<file path="config.mk">
export PLATFORM = sky130hd
export DESIGN_NAME = ras_predictor
export DESIGN_NICKNAME = d
export VERILOG_FILES = /design/src/rtl/ras_pkg.sv /design/src/rtl/ras_ret_addr.sv /design/src/rtl/ras_ctrl.sv /design/src/rtl/ras_store.sv /design/src/rtl/ras_predictor.sv
export SDC_FILE = /design/constraint.sdc
export NUM_CORES = 1
export LEC_CHECK = 0
export ABC_CLOCK_PERIOD_IN_PS = 6600
export CAP_MARGIN = 5
export CELL_PAD_IN_SITES_DETAIL_PLACEMENT = 0
export CELL_PAD_IN_SITES_GLOBAL_PLACEMENT = 1
export CORE_MARGIN = 3
export CORE_UTILIZATION = 55
export DETAILED_ROUTE_END_ITERATION = 8
export DONT_BUFFER_PORTS = 1
export GPL_TIMING_DRIVEN = 0
export MAX_ROUTING_LAYER = met4
export PLACE_DENSITY = 0.77
export SLEW_MARGIN = 0
export SYNTH_ARGS = -nofsm -noshare
export SYNTH_HDL_FRONTEND = slang
export SYNTH_SLANG_ARGS = --single-unit
</file>
<file path="constraint.sdc">
create_clock -name clk_i -period 6.6 [get_ports clk_i]
set_input_delay 1.98 -clock clk_i [delete_from_list [all_inputs] [get_ports clk_i]]
set_output_delay 1.98 -clock clk_i [all_outputs]
set_load 0.02 [all_outputs]
</file>
<file path="src/rtl/ras_pkg.sv">
package ras_pkg;
  typedef enum logic [1:0] {
    OP_IDLE = 2'b00,
    OP_POP  = 2'b01,
    OP_PUSH = 2'b10,
    OP_SWAP = 2'b11
  } ras_op_e;

  function automatic ras_op_e decode_op(input logic push, input logic pop);
    return ras_op_e'({push, pop});
  endfunction
endpackage

</file>
<file path="src/rtl/ras_ret_addr.sv">
module ras_ret_addr #(
  parameter int ADDR_W     = 32,
  parameter int INST_BYTES = 4
) (
  input  logic [ADDR_W-1:0] call_pc_i,
  output logic [ADDR_W-1:0] ret_pc_o
);
  localparam logic [ADDR_W-1:0] STEP = ADDR_W'(INST_BYTES);

  generate
    if (INST_BYTES == 0) begin : g_same
      assign ret_pc_o = call_pc_i;
    end else begin : g_step
      assign ret_pc_o = call_pc_i + STEP;
    end
  endgenerate
endmodule

</file>
<file path="src/rtl/ras_ctrl.sv">
module ras_ctrl
  import ras_pkg::*;
#(
  parameter int DEPTH = 16,
  parameter int PTR_W = $clog2(DEPTH),
  parameter int CNT_W = $clog2(DEPTH + 1)
) (
  input  logic             clk_i,
  input  logic             rst_ni,
  input  logic             push_i,
  input  logic             pop_i,
  output logic             wr_en_o,
  output logic [PTR_W-1:0] wr_idx_o,
  output logic [PTR_W-1:0] rd_idx_o,
  output logic             nonempty_o
);
  localparam logic [PTR_W-1:0] LAST = PTR_W'(DEPTH - 1);
  localparam logic [CNT_W-1:0] FULL = CNT_W'(DEPTH);

  logic [PTR_W-1:0] tos_q, tos_d;   // next free slot
  logic [CNT_W-1:0] occ_q, occ_d;
  logic [PTR_W-1:0] tos_inc, tos_dec;
  ras_op_e          op;

  assign tos_inc    = (tos_q == LAST) ? '0 : tos_q + 1'b1;
  assign tos_dec    = (tos_q == '0) ? LAST : tos_q - 1'b1;
  assign nonempty_o = (occ_q != '0);
  assign rd_idx_o   = tos_dec;
  assign op         = decode_op(push_i, pop_i);

  always_comb begin
    tos_d    = tos_q;
    occ_d    = occ_q;
    wr_en_o  = 1'b0;
    wr_idx_o = tos_q;
    unique case (op)
      OP_PUSH: begin
        wr_en_o = 1'b1;
        tos_d   = tos_inc;
        if (occ_q != FULL) occ_d = occ_q + 1'b1;
      end
      OP_POP: begin
        if (nonempty_o) begin
          tos_d = tos_dec;
          occ_d = occ_q - 1'b1;
        end
      end
      OP_SWAP: begin
        wr_en_o = 1'b1;
        if (nonempty_o) begin
          wr_idx_o = tos_dec;  // overwrite top in place
        end else begin
          tos_d = tos_inc;
          occ_d = occ_q + 1'b1;
        end
      end
      default: ;
    endcase
  end

  always_ff @(posedge clk_i or negedge rst_ni) begin
    if (!rst_ni) begin
      tos_q <= '0;
      occ_q <= '0;
    end else begin
      tos_q <= tos_d;
      occ_q <= occ_d;
    end
  end

  a_r4_occ_bound: assert property (@(posedge clk_i) disable iff (!rst_ni)
    occ_q <= FULL);

  a_r3_empty_pop_hold: assert property (@(posedge clk_i) disable iff (!rst_ni)
    (pop_i && !push_i && occ_q == '0) |=> (tos_q == $past(tos_q) && occ_q == '0));

  a_r6_swap_hold: assert property (@(posedge clk_i) disable iff (!rst_ni)
    (pop_i && push_i && occ_q != '0) |=> (tos_q == $past(tos_q) && occ_q == $past(occ_q)));

  a_r1_push_grows: assert property (@(posedge clk_i) disable iff (!rst_ni)
    (push_i && !pop_i && occ_q != FULL) |=> occ_q == $past(occ_q) + 1'b1);

  a_r5_full_saturates: assert property (@(posedge clk_i) disable iff (!rst_ni)
    (push_i && !pop_i && occ_q == FULL) |=> occ_q == FULL);

  a_r2_pop_shrinks: assert property (@(posedge clk_i) disable iff (!rst_ni)
    (pop_i && !push_i && occ_q != '0) |=> occ_q == $past(occ_q) - 1'b1);
endmodule

</file>
<file path="src/rtl/ras_store.sv">
module ras_store #(
  parameter int DEPTH  = 16,
  parameter int ADDR_W = 32,
  parameter int PTR_W  = $clog2(DEPTH)
) (
  input  logic              clk_i,
  input  logic              rst_ni,
  input  logic              wr_en_i,
  input  logic [PTR_W-1:0]  wr_idx_i,
  input  logic [ADDR_W-1:0] wr_data_i,
  input  logic [PTR_W-1:0]  rd_idx_i,
  output logic [ADDR_W-1:0] rd_data_o
);
  logic [ADDR_W-1:0] mem_q [DEPTH];

  always_ff @(posedge clk_i) begin
    if (wr_en_i) mem_q[wr_idx_i] <= wr_data_i;
  end

  assign rd_data_o = mem_q[rd_idx_i];

  a_r1_entry_written: assert property (@(posedge clk_i) disable iff (!rst_ni)
    wr_en_i |=> mem_q[$past(wr_idx_i)] == $past(wr_data_i));
endmodule

</file>
<file path="src/rtl/ras_predictor.sv">
module ras_predictor #(
  parameter int DEPTH      = 16,
  parameter int ADDR_W     = 32,
  parameter int INST_BYTES = 4
) (
  input  logic              clk_i,
  input  logic              rst_ni,
  input  logic              push_i,
  input  logic [ADDR_W-1:0] push_pc_i,
  input  logic              pop_i,
  output logic [ADDR_W-1:0] pred_target_o,
  output logic              pred_valid_o
);
  localparam int PTR_W = (DEPTH > 1) ? $clog2(DEPTH) : 1;
  localparam int CNT_W = $clog2(DEPTH + 1);

  logic              wr_en;
  logic [PTR_W-1:0]  wr_idx, rd_idx;
  logic              nonempty;
  logic [ADDR_W-1:0] ret_pc;

  ras_ret_addr #(.ADDR_W(ADDR_W), .INST_BYTES(INST_BYTES)) u_ret (
    .call_pc_i (push_pc_i),
    .ret_pc_o  (ret_pc)
  );

  ras_ctrl #(.DEPTH(DEPTH), .PTR_W(PTR_W), .CNT_W(CNT_W)) u_ctrl (
    .clk_i      (clk_i),
    .rst_ni     (rst_ni),
    .push_i     (push_i),
    .pop_i      (pop_i),
    .wr_en_o    (wr_en),
    .wr_idx_o   (wr_idx),
    .rd_idx_o   (rd_idx),
    .nonempty_o (nonempty)
  );

  ras_store #(.DEPTH(DEPTH), .ADDR_W(ADDR_W), .PTR_W(PTR_W)) u_store (
    .clk_i     (clk_i),
    .rst_ni    (rst_ni),
    .wr_en_i   (wr_en),
    .wr_idx_i  (wr_idx),
    .wr_data_i (ret_pc),
    .rd_idx_i  (rd_idx),
    .rd_data_o (pred_target_o)
  );

  assign pred_valid_o = pop_i & nonempty;

  a_r9_valid_needs_pop: assert property (@(posedge clk_i) disable iff (!rst_ni)
    pred_valid_o |-> pop_i);

  a_r1_push_then_pop: assert property (@(posedge clk_i) disable iff (!rst_ni)
    (push_i && !pop_i) ##1 (pop_i && !push_i) |-> (pred_valid_o && pred_target_o == $past(ret_pc)));
endmodule

</file>
==> out/metrics.cfg <==
[timing]
tightest_slew_ns = 1.344
fin_skew_ns = 0.01710
maxSlewHeadroom = 0.09436
worst_hold_slack_ns = 0.5257
fmax_mhz = 154.5
min_period_ns = 6.474
finalCritPeriodShare = 0.9809
drv_slew = 0
rsz0062_at_grt = false
hold_viol = 0
setup_viol = 0

[die]
io_pins = 69
start_util = 0.5649
die_y_um = 201.3
row_count = 70
fp.dieW_um = 201.3
die_area_mm2 = 0.04052
coreArea_mm2 = 0.03714

[pwr]
intPower_mw = 7.355
pwr-share-seq = 0.337
ir_drop_mv = 0.3039
leakage_nw = 7.636
clkPwrFrac = 0.232
switching_share = 0.3980
powerDensity_mw_per_mm2 = 511.3
pwr-share-comb = 0.431
power.total_mw = 12.22
netSwitchingPower_mw = 4.863

[synth]
avgSynthCellArea_um2 = 17.81
ys_ff_latch = 521
syn-num-nets = 1221
synth-edff-count = 512
seq_area_frac_synth = 0.7436
synth_cell_types = 68
yosys-top-cells-count = 512 x edfxtp_1, 72 x mux4_2, 68 x nand2_1
synthArstFlopShare = 0.01727
synth.most_common_cell = edfxtp_1
synth_flop_cell = edfxtp_1
synth.top_cell.area_share = 0.7329
syn_inst = 1178
syn-cell-area_mm2 = 0.02098
yosysTopAreaCell = edfxtp_1
yosysWarnings = 0
synth_area_leaders = edfxtp_1 73%, mux4_2 7.7%, a222oi_1 1.3%

[setup_path]
r2r.worst_path.cells = 11
critPathBufInv = 6
crit_chain = buf_2, inv_1, clkbuf_2, ha_1, clkbuf_1, clkbuf_1, clkbuf_1, a31oi_1, o21ai_0, o31ai_1
cp.arrival_ns = 4.49
worstReg2RegStart = u_ctrl.tos_q[0]
start_kind = register
path_max_fanout = 10
crit_slowest_cell = clkbuf_1
rr_endpoint = u_store.mem_q[3][8]
cpLargestDelayFamily = buffers and inverters
critical_path_class = register to output port
end_kind = output port
crit_required_ns = 4.62
reg2reg_setup_slack_ns = 1.46
max_stage_delay_ns = 0.64
crit_top_cell = clkbuf_1

[routing]
drc = 0
dr.pass1.iters = 6
vias = 11880
antenna_left = 0
routed_wirelength_um = 55010
viasPerCell = 6.601
wl_per_cell_um = 30.58
drt_iter0_drc = 1681

[clock_tree]
cts_buffer_depth = 3
clkSinkCount = 521
clockRootBuffer = clkbuf_16
tritoncts = yes
post_cts_buffers = 0
htree_levels = 2
cts_buffers = 51
clk-insertion-delay-late_ns = 0.60
path_clk_slew_ns = 0.06

[place]
hpwl_um = 35780
globalplace.congestion = 0.8754
port_buffers = 0

[global_routing]
grt_pass1_vias = 11800
grt_pass1_wl_um = 80500
grt_start_max_net_pins = 27
grt_usage = 0.2813
grt-ovfl-total = 0
antenna_found_initial = 0

[worst_hold_path]
holdPathStages = 1
hp-start = u_ctrl.occ_q[3]
holdPathEnd = u_ctrl.occ_q[3]
worstHoldPathType = register to register

[finish]
area_growth_pct = 13.91
nNetsFinal = 1297
final_core_util = 0.6435
n_antenna_cell = 0
drive_above_1_share = 0.1923

[job]
max_cap_viol_count = 0

[outcome]
status = finished clean

==> cell families (layout without fill, tap and decap cells) <==
group,Yosys count,count (layout),synth area share
multiplexers,106,106,0.09501
adder cells (fa/ha/maj),7,7,0.004533
flip-flops,521,521,0.7436
buffers and inverters,82,199,0.01730
AND/OR/NAND/NOR,204,204,0.04676
XOR/XNOR,35,35,0.01461
AO/OA/AOI/OAI,223,223,0.07819
==> registers in the layout, summed over array words and instances (netlist names) <==
signal         count
u_store.mem_q    512
u_ctrl.occ_q       5
u_ctrl.tos_q       4
==> power by group through the flow <==
stage          registers (mW)  logic (mW)  clock network (mW)
2_1_floorplan            4.16        3.41                   0
3_3_place_gp             4.20        4.98                   0
3_5_place_dp             4.18        5.15                   0
4_1_cts                  4.11        5.21                2.86
5_1_grt                  4.14        5.56                3.00
6_report                 4.11        5.27                2.83
==> metrics by stage <==
step           setup TNS [ns]  setup slack (ns)  area, um2  cells
5_1_grt                     0           0.03054      23900   1799
4_1_cts                     0          0.003834      23810   1794
2_1_floorplan               0             1.739      20980   1178
6_report                    0            0.1260      23900   1799
3_3_place_gp           -31.99           -0.2704      21610   1682
3_5_place_dp                0            0.3553      22150   1700
==> worst max-delay path by stage <==
stage                          from                    to  cells past startpoint
floorplan           u_ctrl.tos_q[0]      pred_target_o[2]                     10
global placement    u_ctrl.tos_q[0]  u_store.mem_q[15][8]                     10
detailed placement  u_ctrl.tos_q[0]      pred_target_o[3]                     10
CTS                 u_ctrl.tos_q[0]     pred_target_o[15]                     11
global route        u_ctrl.tos_q[0]     pred_target_o[11]                      9
finish              u_ctrl.tos_q[0]     pred_target_o[26]                     10
==> worst register-to-register path: stages (launching register included) <==
cell and delay (ns):
dfrtp_1 0.39, buf_2 0.26, inv_1 0.11, clkbuf_2 0.25
ha_1 0.41, clkbuf_1 0.49, clkbuf_2 0.42, clkbuf_1 0.56
nor3_1 0.13, o21ai_0 1.07, nor2_4 0.45, buf_16 0.33
==> layer usage <==
layer  part of all wire  GRT usage  routed length, um  vias up
met5                  0          -                  0        -
met4              0.024    0.06753               1296        0
met3              0.095    0.05679               5210       83
met2               0.48     0.4292              26180      631
met1               0.41     0.3992              22320     6145
li1                   -          -                  -     5016
==> cell usage in the layout, fill, tap and decap left out, types with 9 or more instances in the layout <==
cell       count
nor2_4        16
nand3_1       36
xnor2_1       17
a222oi_1      27
buf_2         14
a221o_1       19
a221oi_1      11
clkbuf_16     51
nor2_1        23
edfxtp_1     512
xor2_1        13
dfrtp_1        9
clkinv_1      10
clkinv_2      13
nand2_1       68
mux2_2        14
nor3_1         9
inv_1         14
o21ai_0       31
clkbuf_1      46
mux2i_1       18
mux4_2        72
nor2b_1       10
buf_12        11
a21oi_1       48
a22oi_1       21
==> area by class of cell <==
| type | count | area, um2 |
|---|---|---|
| clock inverter | 30 | 285.3 |
| timing repair buffer | 23 | 447.9 |
| buffer | 68 | 334.1 |
| fill | 2618 | 13240 |
| inverter | 14 | 52.55 |
| clock buffer | 64 | 1335 |
| tap | 504 | 630.6 |
| multi-input combinational | 575 | 5211 |
| sequential | 521 | 15600 |
==> repair_timing <==
| action | CTS | global route |
|---|---|---|
| setup endpoints to repair | 16 | 29 |
| hold buffers | 0 | 0 |
| pin swaps | 0 | 1 |
| gates resized for setup | 10 | 15 |
No activity file was read; power rests on OpenSTA's default activity.
